===== src/rtl/xfer_act_router.sv =====
module xfer_act_router #(
  parameter int NSRC = 8,
  parameter int VEC_W = 7,
  parameter int ADDR_W = 16,
  parameter logic [ADDR_W-1:0] TBL_BASE = 16'h0400,
  parameter logic [VEC_W-1:0] VEC_BASE = 7'h20
) (
  input  logic              clk,
  input  logic              rst_n,
  input  logic [NSRC-1:0]   req_flag,
  input  logic [NSRC-1:0]   xfer_mask,
  input  logic              sw_wr,
  input  logic [VEC_W:0]    sw_wdata,
  input  logic              eng_done,
  input  logic              eng_chain_more,
  input  logic              eng_disel,
  input  logic              eng_cnt_zero,
  output logic              act_stb,
  output logic [VEC_W-1:0]  act_vec,
  output logic [ADDR_W-1:0] act_addr,
  output logic [NSRC-1:0]   cpu_irq,
  output logic [NSRC-1:0]   flag_clr,
  output logic [NSRC-1:0]   mask_clr,
  output logic              sw_end_irq
);
  localparam int IDX_W = (NSRC > 1) ? $clog2(NSRC) : 1;

  logic             swen_q, swend_q, busy_q, own_sw_q, stb_q;
  logic [VEC_W-1:0] swvec_q, vec_q;
  logic [IDX_W-1:0] own_q, pick;
  logic [NSRC-1:0]  hit, own_oh;
  logic             hw_any, sw_req, fin, hold_end;

  assign hit      = req_flag & xfer_mask;
  assign hw_any   = |hit;
  assign sw_req   = swen_q & ~swend_q;
  assign fin      = busy_q & eng_done & ~eng_chain_more;
  assign hold_end = eng_disel | eng_cnt_zero;
  assign own_oh   = {{(NSRC-1){1'b0}}, 1'b1} << own_q;

  always_comb begin
    pick = '0;
    for (int i = NSRC - 1; i >= 0; i--)
      if (hit[i]) pick = IDX_W'(i);
  end

  always_ff @(posedge clk or negedge rst_n) begin
    if (!rst_n) begin
      busy_q   <= 1'b0;
      stb_q    <= 1'b0;
      own_sw_q <= 1'b0;
      own_q    <= '0;
      vec_q    <= '0;
    end else begin
      stb_q <= 1'b0;
      if (fin) begin
        busy_q <= 1'b0;
      end else if (!busy_q && (hw_any || sw_req)) begin
        busy_q   <= 1'b1;
        stb_q    <= 1'b1;
        own_sw_q <= ~hw_any;
        own_q    <= pick;
        vec_q    <= hw_any ? VEC_BASE + VEC_W'(pick) : swvec_q;
      end
    end
  end

  always_ff @(posedge clk or negedge rst_n) begin
    if (!rst_n) begin
      swen_q  <= 1'b0;
      swend_q <= 1'b0;
      swvec_q <= '0;
    end else begin
      if (fin && own_sw_q) begin
        if (hold_end) swend_q <= 1'b1;
        else          swen_q  <= 1'b0;
      end
      if (sw_wr) begin
        if (sw_wdata[VEC_W]) begin
          swen_q <= 1'b1;
        end else if (swend_q) begin
          swen_q  <= 1'b0;
          swend_q <= 1'b0;
        end
        if (!swen_q) swvec_q <= sw_wdata[VEC_W-1:0];
      end
    end
  end

  assign act_stb    = stb_q;
  assign act_vec    = vec_q;
  assign act_addr   = TBL_BASE + (ADDR_W'(vec_q) << 1);
  assign cpu_irq    = req_flag & ~xfer_mask;
  assign flag_clr   = (fin && !own_sw_q && !hold_end) ? own_oh : '0;
  assign mask_clr   = (fin && !own_sw_q &&  hold_end) ? own_oh : '0;
  assign sw_end_irq = swend_q;


  stb_single_chk: assert property (@(posedge clk) disable iff (!rst_n)
    act_stb |=> !act_stb);


  clr_excl_chk: assert property (@(posedge clk) disable iff (!rst_n)
    $onehot0(flag_clr | mask_clr) && ((flag_clr & mask_clr) == '0));


  end_needs_en_chk: assert property (@(posedge clk) disable iff (!rst_n)
    sw_end_irq |-> swen_q);


  vec_lock_chk: assert property (@(posedge clk) disable iff (!rst_n)
    (swen_q && $past(swen_q)) |-> $stable(swvec_q));


  chain_noclr_chk: assert property (@(posedge clk) disable iff (!rst_n)
    (eng_done && eng_chain_more) |-> ((flag_clr | mask_clr) == '0));
endmodule


===== config.mk =====
export PLATFORM = sky130hd
export DESIGN_NAME = xfer_act_router
export DESIGN_NICKNAME = d
export VERILOG_FILES = /design/src/rtl/xfer_act_router.sv
export SDC_FILE = /design/constraint.sdc
export NUM_CORES = 1
export LEC_CHECK = 0
export ABC_CLOCK_PERIOD_IN_PS = 1600
export BUFFER_PORTS_ARGS = -buffer_cell sky130_fd_sc_hd__buf_2
export CELL_PAD_IN_SITES_DETAIL_PLACEMENT = 1
export CELL_PAD_IN_SITES_GLOBAL_PLACEMENT = 1
export CORE_ASPECT_RATIO = 0.9
export CORE_MARGIN = 2
export CORE_UTILIZATION = 30
export CTS_CLUSTER_SIZE = 12
export DETAILED_ROUTE_END_ITERATION = 7
export PLACE_DENSITY = 0.78
export SLEW_MARGIN = 10
export SYNTH_ARGS = -nofsm -noshare
export SYNTH_HDL_FRONTEND = slang
export SYNTH_SLANG_ARGS = --single-unit

===== constraint.sdc =====
create_clock -name clk -period 1.6 [get_ports clk]
set_input_delay 0.16 -clock clk [delete_from_list [all_inputs] [get_ports clk]]
set_output_delay 0.16 -clock clk [all_outputs]
set_load 0.05 [all_outputs]

==> results of run 1 <==
[tightest hold or removal path, cell delays in order]
cell and delay [ns]:
buf_2 0.07, nand2_1 0.03, o21ai_0 0.05
[per-stage QoR]
step | worst slack (ns) | cell area, sq um | hold slack, ns | cells | util (%)
2_1_floorplan | -0.189 | 1400 | -0.136 | 143 | -
3_3_place_gp | 0.0425 | 1720 | 0.149 | 248 | 41.9
3_5_place_dp | -0.0306 | 1720 | 0.156 | 248 | 41.9
4_1_cts | -0.136 | 1910 | 0.0967 | 254 | 46.6
5_1_grt | -0.245 | 2000 | 0.119 | 256 | 48.7
6_report | -0.151 | 2000 | 0.0993 | 256 | 48.7
[registers in the layout, summed over array words and instances (netlist names)]
name	count
act_stb	1
busy_q	1
swen_q	1
act_vec	7
sw_end_irq	1
own_sw_q	1
swvec_q	7
own_q	3
[cell families (layout without fill, tap and decap cells)]
family	after synthesis	count (layout)	synth area share, %
compound gates	29	29	17.9
buf+inv	23	88	12.0
flops	22	22	42.6
mux	6	6	5.23
other cells	2	9	0.581
simple gates	54	54	21.7
[power by group through the flow]
stage	clock network (uW)	registers [uW]	logic, uW
floorplan	0	985	673
global placement	0	841	1020
detailed placement	0	858	1030
CTS	531	852	1060
global route	550	881	1150
finish	516	855	1080
[synth_stat cells, types with 3 or more instances]
cell type / count / area, sq um
nor2_1: 17 / 63.8
a21o_1: 5 / 37.5
a221o_1: 3 / 30.0
nor3_1: 6 / 30.0
buf_4: 16 / 120
mux2_2: 6 / 67.6
nand3_1: 3 / 15.0
nand2b_1: 3 / 18.8
a22o_1: 6 / 52.6
nand2_1: 10 / 37.5
inv_1: 3 / 11.3
nor2b_1: 10 / 62.6
dfrtp_1: 22 / 551
[worst min-delay path by stage]
stage	from	end	slack, ns
final	sw_wdata[5]	swvec_q[5]	0.1
after global routing	sw_wdata[5]	swvec_q[5]	0.12
after CTS	sw_wdata[5]	swvec_q[5]	0.1
after detailed placement	rst_n	swvec_q[6]	0.16
after global placement	rst_n	act_vec[6]	0.15
after floorplan	rst_n	act_stb	-0.14
[final cells by class]
| class | instances | area [sq um] | area share (%) |
|---|---|---|---|
| flip-flops and latches | 22 | 553 | 27.7 |
| multi-input cells | 98 | 761 | 38.1 |
| repair buffers | 81 | 539 | 27.0 |
| inverters | 3 | 11.3 | 0.564 |
| clock buffers | 3 | 41.3 | 2.07 |
| well taps | 48 | 60.1 | 3.01 |
| clock inverters | 1 | 30.0 | 1.50 |
[metal layers]
metal	GRT usage, %	wire (um)
met2	31.1	2070
met5	0	0
met3	2.29	157
met4	3.47	31
met1	19.8	1490
[what timing repair did]
action | CTS | global route
pin swaps | 6 | 7
hold endpoints to repair | 22 | 0
hold buffers | 1 | 0
endpoints found under the setup margin | 16 | 19
setup buffers | 1 | 3
cloned | 0 | 0
gates resized for setup | 31 | 18
==> summary.txt, run 1 <==
Pwr
  • Sequential share of power: 34.9%
  • Part of the power in the clock network: 21.1%
  • Pwr Total: 2450 uW
  • Maximum VDD drop: around 0.00056 V
  • Combinational share of power: 44.0%
  • Leak: ~0.00096 uW
  • P per Cell Area: 1230 nW/um^2
  • Internal power component: between 1000 and 1500 uW
  • Switching Fraction: 42.1%
  • Net Sw Power: 1030 uW

Die
  • Die extent in y: 66.3 um
  • Top Ports: 80
  • # rows: 22
  • Core area: 4100 sq um
  • Die Span X: 73.2 um
  • Initial Utilization: between 30% and 40%
  • Die area: 4850 sq um

Yosys
  • Avg Inst Size Synth: 9.50 sq um
  • FF+latch count, synth: 22
  • Post-Syn Instances: 136
  • Number of synthesized flops with an enable pin: 0
  • FFs w/ async S/R, synth: 100%
  • Ys Warns: 0
  • Post-synthesis sequential area ratio: between 40 and 50%
  • Yosys cell types: 32
  • Ys flop type: dfrtp_1
  • Post-Syn Area: about 1300 sq um

Final layout
  • Nets: 240
  • Most common cell after layout, fill and taps aside: buf_2
  • Most frequent cells in the layout: buf_2, dfrtp_1, buf_4
  • Filler instances: 481
  • Area Overhead vs Synth: 54.4%
  • Share of layout cells above drive strength 1: 55.8%
  • Antenna Cells: 0

Global route
  • First-pass GRT wire length: around 6200 um
  • Antenna violations before repair: 0
  • Remaining Overflow, GRT: 0
  • Vias in the first global route: 1256
  • Maximum number of pins on one net before global-route repair: 23
  • GRT Util Overall: approximately 17%

Setup path
  • Worst setup endpoint: mask_clr[0]
  • CP required: 1.44 ns
  • Crit-path max cell delay: 0.36 ns
  • Worst Setup SP: busy_q
  • Setup slack, reg-to-reg: 0.07 ns
  • Crit Path Class: register to primary output
  • Slowest cell on crit path: dfrtp_1
  • Worst path bufs/invs: 2
  • Startpoint types: register
  • Reg-to-reg endpoint: act_vec[0]
  • Crit path depth: 6
  • FF-to-FF path depth: 6
  • Cell family with the largest share of critical-path delay: simple AND/OR/NAND/NOR gates
  • Worst Setup End Kind: primary output
  • RR Startpoint: busy_q
  • Data arrival, critical path: roughly 1.6 ns
  • Critical path cell sequence: nand2_2 -> nor4_4 -> buf_4 -> o21ai_4 -> nor3_4 -> buf_6
  • Max FO, Critical Path: 4

Hold path
  • HP Class: input pin to register
  • Hold path cells: 3

Timing
  • Fin crit period: ~1.8 ns
  • Fin. max-slew vios: 0
  • Final setup margin: -0.151 ns
  • Final setup TNS: -1.19 ns
  • Worst slew pin tran: a little over 0.5 ns
  • RSZ-0062 raised after global routing: true
  • Worst relative slew slack: 65.5%
  • Fmax: 0.571 GHz
  • Hold Vio Cnt, Final: 0
  • Final period util: 109%
  • Clk_skew: 0.00480 ns
  • Final setup viols: 12

Clock network
  • H-tree depth: 1
  • Number of buffers created by CTS: 3
  • CTS sink cnt: 22
  • CTS tree: built
  • Clock transition at the registers of the reported paths: 0.08 ns
  • Root buffer cell: clkbuf_8
  • Clock Latency Late Sink: 0.26 ns
  • Clk buf depth: 2

Route
  • Vias: 1229
  • Residual DRC count: 0
  • DR iter-0 viols: 19
  • Initial DRT Pass Iterations: 4
  • Mean number of vias per cell: approximately 4.8
  • Number of nets with antenna violations after routing: 0
  • Avg WL per Cell: between 10 and 15 um
  • DRT Wirelength: roughly 3700 um

Placed design
  • Routability cong.: 0.813
  • HPWL after DPL: 2850 um
  • Buffers on Ports: 70

Flow run
  • Max-cap violations: 0

Outcome
  • Status: complete, but fails checks
  • Violated checks: negative setup slack
Note: power is estimated with default switching activity, not from simulation.
==> run 2, diff against run 1 <==
Settings changed: CORE_ASPECT_RATIO 0.9 to default.
==> run 2 against run 1 <==
  * The flow still finishes with violations (negative setup slack)
  * Clock power grew 3%
  * Die area hardly changed
  * Clock skew fell by 0.0023 ns
  * Core utilization decreased by 1.4 points
  * Global-route usage decreased by 1.0 points
  * Critical endpoint unchanged
  * Largest power group unchanged
==> summary.txt, run 2 (synthesis gave the netlist of run 1 again) <==
Outcome
  • Violated checks: negative setup slack
  • Status: complete, but fails checks

Timing
  • Clk_skew: 0.00246 ns (-0.00234 ns)
  • Fmax: 0.602 GHz (+5.3%)
  • RSZ-0062 raised after global routing: true
  • Final setup viols: 8 (-4)
  • Fin crit period: 1.66 ns (-0.0886 ns)
  • Final setup margin: -0.0620 ns (+0.0886 ns)
  • Final setup TNS: -0.173 ns (+1.01 ns)
  • Final period util: 104% (-5.5 points)
  • Fin. max-slew vios: 0 (unchanged)
  • Hold Vio Cnt, Final: 0 (unchanged)

Placed design
  • Inst Count DP: 249 (+0.40%)
  • Buffers on Ports: 70 (unchanged)
  • DP Area: 1710 sq um (-0.29%)
  • Routability cong.: 0.774 (-4.7%)
  • HPWL after DPL: 3040 um (+6.6%)

Pwr
  • Leak: 0.000952 uW (-0.45%)
  • Maximum VDD drop: 0.000488 V (-13%)
  • Switching Fraction: 42.4% (+0.31 points)
  • Internal power component: 1410 uW (-0.61%)
  • Combinational share of power: 43.8% (-0.2 points)
  • P per Cell Area: 1270 nW/um^2 (+3.3%)
  • Net Sw Power: 1040 uW (+0.64%)
  • Part of the power in the clock network: 21.7% (+0.6 points)
  • Sequential share of power: 34.5% (-0.4 points)

Setup path
  • Data arrival, critical path: 1.50 ns (-0.09 ns)
  • Crit path depth: 5 (-1)
  • Slowest cell on crit path: dfrtp_1
  • Worst path bufs/invs: 2 (unchanged)
  • CP required: 1.44 ns (about the same)
  • Cell family with the largest share of critical-path delay: flip-flops
  • Worst Setup SP: own_q[2]
  • Setup slack, reg-to-reg: 0.07 ns (about the same)
  • Crit-path max cell delay: 0.40 ns (+0.04 ns)
  • Critical path cell sequence: nor4_2 -> buf_4 -> o21ai_4 -> nor3_4 -> buf_6
  • RR Startpoint: sw_end_irq
  • Reg-to-reg endpoint: act_vec[0]
  • FF-to-FF path depth: 4 (-2)
  • Worst setup endpoint: mask_clr[0]
  • Max FO, Critical Path: 4 (unchanged)
  • Startpoint types: register
  • Crit Path Class: register to primary output
  • Worst Setup End Kind: primary output

Clock network
  • H-tree depth: 1 (unchanged)
  • CTS tree: built
  • Clock Latency Late Sink: 0.27 ns (about the same)
  • Root buffer cell: clkbuf_8
  • Clock transition at the registers of the reported paths: 0.08 ns (about the same)
  • CTS sink cnt: 22 (unchanged)
  • Clk buf depth: 2 (unchanged)
  • Number of buffers created by CTS: 3 (unchanged)

Route
  • Mean number of vias per cell: 4.82 (+0.31%)
  • DR iter-0 viols: 25 (+6)
  • Avg WL per Cell: 14.6 um (-0.60%)
  • Initial DRT Pass Iterations: 4 (unchanged)
  • Residual DRC count: 0 (unchanged)
  • DRT Wirelength: 3710 um (-0.99%)
  • Vias: 1228 (-0.081%)
  • Number of nets with antenna violations after routing: 0 (unchanged)

Die
  • Die area: 4850 sq um (about the same)
  • # rows: 23 (+4.5%)
  • Top Ports: 80 (unchanged)
  • Die extent in y: 69.6 um (+5.1%)
  • Initial Utilization: 31.6% (+0.12 points)
  • Die Span X: 69.6 um (-4.9%)
  • Core area: 4090 sq um (-0.37%)

Global route
  • Vias in the first global route: 1215 (-3.3%)
  • Maximum number of pins on one net before global-route repair: 23 (unchanged)
  • GRT Util Overall: 15.5% (-1.0 points)
  • Antenna violations before repair: 0 (unchanged)
  • First-pass GRT wire length: 6040 um (-2.3%)
  • Remaining Overflow, GRT: 0 (unchanged)

Hold path
  • Hold path startpoint: sw_wdata[5]
  • HP Class: input pin to register

Final layout
  • Most common cell after layout, fill and taps aside: buf_2
  • Final std cells w/o fill: 255 (-0.39%)
  • Antenna Cells: 0 (unchanged)
  • Area Overhead vs Synth: 49.4%
  • Sequential cell area: 552 sq um (-0.23%)
  • Nets: 237 (-1.3%)
  • Footprint of the multi-input gates: 736 sq um (-3.3%)
  • Most frequent cells in the layout: buf_2, dfrtp_1, buf_6
  • Filler instances: 475 (-1.2%)
  • Final Cell Area: 1930 sq um (-3.3%)
  • Share of layout cells above drive strength 1: 53.7% (-2.1 points)

Flow run
  • Max-cap violations: 0 (unchanged)
==> run 2: changes by cell type in the layout (fill, tap and decap cells not counted), sizes merged <==
cell,delta
buf,-3
==> run 2: power groups by stage <==
| stage | logic, uW | registers (uW) | clock network [uW] |
|---|---|---|---|
| finish | 1070 | 843 | 532 |
| global route | 1130 | 869 | 560 |
| CTS | 1070 | 842 | 546 |
| detailed placement | 1040 | 856 | 0 |
| global placement | 1020 | 840 | 0 |
| floorplan | 673 | 985 | 0 |
==> run 2: repair_timing <==
action	4_1_cts	5_1_grt
hold buffers	1	0
pin swaps	3	4
resized for setup	31	8
setup endpoints to repair	16	16
endpoints found under the hold margin	22	0
buffers inserted	1	0
==> run 2: through the flow <==
step / hold WS, ns / setup WS [ns] / util, % / total power, uW
global placement: 0.140 / 0.0497 / 41.9 / 1860
CTS: 0.0827 / -0.103 / 46.6 / 2460
floorplan: -0.136 / -0.189 / - / 1660
detailed placement: 0.153 / 0.0224 / 41.9 / 1900
finish: 0.0886 / -0.0620 / 47.2 / 2450
global route: 0.106 / -0.168 / 47.2 / 2560
==> run 2: how the worst min path moves through the flow <==
stage | cells after the start | slack, ns | end
final | 3 | 0.09 | swvec_q[5]
after global routing | 2 | 0.11 | swvec_q[1]
after CTS | 3 | 0.08 | swvec_q[5]
after detailed placement | 1 | 0.15 | act_stb
after global placement | 1 | 0.14 | swvec_q[5]
after floorplan | 0 | -0.14 | act_stb
==> run 2: worst reg2reg max path, stage by stage, from the launching register on <==
cell      delay (ns)
dfrtp_2         0.43
nand2b_4        0.18
and3b_1         0.21
a21o_1          0.26
a221o_1         0.35
==> run 2: layout make-up <==
class | instances | area share [%]
sequential | 22 | 28.6
clock buffer | 3 | 2.14
multi-input combinational | 98 | 38.1
clock inverter | 1 | 1.56
timing repair buffer | 78 | 25.8
tap | 50 | 3.24
inverter | 3 | 0.583
==> run 2: metal layers <==
metal / global-route usage (%) / vias to the layer above / routed length (um)
met5: 0 / - / 0
met4: 6.41 / 0 / 69
met3: 2.33 / 5 / 187
met2: 26.8 / 38 / 1960
met1: 19.3 / 591 / 1490
li1: - / 594 / -
==> run 3, diff against run 2 <==
Settings changed: BUFFER_PORTS_ARGS -buffer_cell sky130_fd_sc_hd__buf_2 to default, CORE_UTILIZATION 30 to 43, DONT_BUFFER_PORTS from default to 1, PLACE_DENSITY 0.78 to 0.75, RECOVER_POWER from default to 50.
==> run 3 against run 2 <==
  * The flow finishes with violations (design-rule violations, negative setup slack)
  * Sequential share of layout area shrank 0.60 points
  * Non-clock buffer count down 23
  * Power decreased by 1.1%
  * Clock-buffer cell count is the same
  * Setup slack lost 0.28 ns
  * Largest cell class unchanged
==> summary.txt, run 3 (synthesis gave the netlist of run 1 again) <==
Flow run
  • Max-cap violations: 0 (unchanged)

Final layout
  • Area Overhead vs Synth: 53.6%
  • Final Cell Area: 1990 sq um (+2.9%)
  • Final std cells w/o fill: 213 (-16%)
  • Share of layout cells above drive strength 1: 41.2% (-12 points)
  • Footprint of the multi-input gates: 792 sq um (+7.7%)
  • Filler instances: 275 (-42%)
  • Antenna Cells: 0 (unchanged)
  • Most frequent cells in the layout: dfrtp_1, dlygate4sd3_1, nor2b_1, buf_6, clkbuf_1
  • Sequential cell area: 556 sq um (+0.68%)
  • Most common cell after layout, fill and taps aside: dfrtp_1
  • Nets: 214 (-9.7%)

Clock network
  • Clock Latency Late Sink: 0.33 ns (+0.06 ns)
  • Clk buf depth: 2 (unchanged)
  • CTS sink cnt: 22 (unchanged)
  • CTS tree: built
  • H-tree depth: 1 (unchanged)
  • Root buffer cell: clkbuf_4
  • Clock transition at the registers of the reported paths: 0.14 ns (+0.06 ns)
  • Number of buffers created by CTS: 3 (unchanged)

Pwr
  • P per Cell Area: 1220 nW/um^2 (-3.8%)
  • Pwr Total: 2420 uW (-1.1%)
  • Leak: 0.000838 uW (-12%)
  • Maximum VDD drop: 0.000870 V (+78%)

Timing
  • Final setup viols: 23 (+15)
  • Final setup TNS: -4.13 ns (-3.96 ns)
  • Final setup margin: -0.340 ns (-0.278 ns)
  • Final period util: 121% (+17 points)
  • Hold Vio Cnt, Final: 0 (unchanged)
  • Clk_skew: 0.00763 ns (+0.00517 ns)
  • Fin crit period: 1.94 ns (+0.278 ns)
  • RSZ-0062 raised after global routing: true
  • Fin. max-slew vios: 0 (unchanged)
  • Worst relative slew slack: 31.3%
  • Fmax: 0.515 GHz (-14%)
  • Worst slew pin tran: 1.03 ns

Global route
  • Vias in the first global route: 1440 (+19%)
  • Antenna violations before repair: 0 (unchanged)
  • Maximum number of pins on one net before global-route repair: 23 (unchanged)
  • GRT Util Overall: 33.4% (+18 points)
  • Remaining Overflow, GRT: 0 (unchanged)
  • First-pass GRT wire length: 8150 um (+35%)

Route
  • Avg WL per Cell: 26.6 um (+83%)
  • Number of nets with antenna violations after routing: 0 (unchanged)
  • DR iter-0 viols: 73 (+190%)
  • Residual DRC count: 5 (+5)
  • Initial DRT Pass Iterations: 8 (+4)
  • DRT Wirelength: 5670 um (+53%)
  • Vias: 1346 (+9.6%)
  • Mean number of vias per cell: 6.32 (+31%)

Placed design
  • Routability cong.: 0.844 (+9.1%)
  • Buffers on Ports: 0 (-100%)
  • Pre-CTS setup slack: -0.139 ns (-0.161 ns)
  • Inst Count DP: 189 (-24%)
  • HPWL after DPL: 3010 um (-0.85%)
  • DP Area: 1660 sq um (-3.3%)

Outcome
  • Violated checks: design-rule violations, negative setup slack
  • Status: complete, but fails checks

Setup path
  • Max FO, Critical Path: 4 (unchanged)
  • Data arrival, critical path: 1.78 ns (+0.28 ns)
  • Startpoint types: register
  • Worst Setup End Kind: primary output
  • Crit Path Class: register to primary output
  • CP required: 1.44 ns (about the same)

Die
  • Die extent in y: 58.8 um (-16%)
  • Initial Utilization: 46.1% (+14 points)
  • Top Ports: 80 (unchanged)
  • # rows: 19 (-17%)
  • Die Span X: 58.8 um (-16%)
  • Die area: 3460 sq um (-29%)
  • Core area: 2810 sq um (-31%)

Hold path
  • HP Class: input pin to register
-- run 3: cell count changes in the layout (fill, tap and decap cells not counted), sizes merged --
cell and change:
buf -51, clkbuf +18, dlygate4sd3 +10
-- run 3: repair_timing --
action | CTS | global route
endpoints found under the setup margin | 16 | 18
gates resized for setup | 32 | 8
setup buffers | 8 | 1
pin swaps | 10 | 6
hold endpoints to repair | 31 | 0
hold buffers | 11 | 0
-- run 3: critical path, stage by stage (launching register included) --
cell     delay [ns]
dfrtp_2        0.46
nor4_4         0.29
buf_4          0.18
o21ai_4        0.09
nor3_4         0.25
buf_12         0.17
-- run 3: per-stage QoR --
step           hold slack (ns)  utilization (%)
6_report                0.0645             70.8
5_1_grt                 0.0614             70.8
4_1_cts                 0.0311             71.5
3_5_place_dp            -0.135             59.1
3_3_place_gp            -0.135             59.1
2_1_floorplan           -0.136                -
-- run 3: final cells by class --
class / instances / share of cell area [%]
Clock buffer: 3 / 1.13
Sequential cell: 22 / 28.0
Tap cell: 31 / 1.95
Multi-Input combinational cell: 98 / 39.9
Inverter: 3 / 0.567
Timing Repair Buffer: 55 / 27.0
Clock inverter: 1 / 1.51
-- run 3: per-layer routing --
metal  up-vias  share of wire, %  GRT usage [%]
li1        547                 -              -
met1       671                36           36.9
met2       101                52           63.0
met3        27               7.4           4.62
met4         0               4.4           14.0
met5         -                 0              0
-- run 3: path summary, 6_finish.rpt --
check	startpoint	endpoint	slack, ns	cells past startpoint
max	own_q[2]	mask_clr[0]	-0.34	5
min	sw_wr	sw_end_irq	0.06	2
max reg2reg	busy_q	swen_q	-0.22	4
min reg2reg	swvec_q[4]	swvec_q[4]	0.52	1
max in group asynchronous	rst_n	sw_end_irq	0.48	1
min in group asynchronous	rst_n	own_q[1]	0.43	1
-- run 3: power breakdown --
part           internal, uW  switching, uW
clock                   254            197
sequential              726            157
combinational           336            751
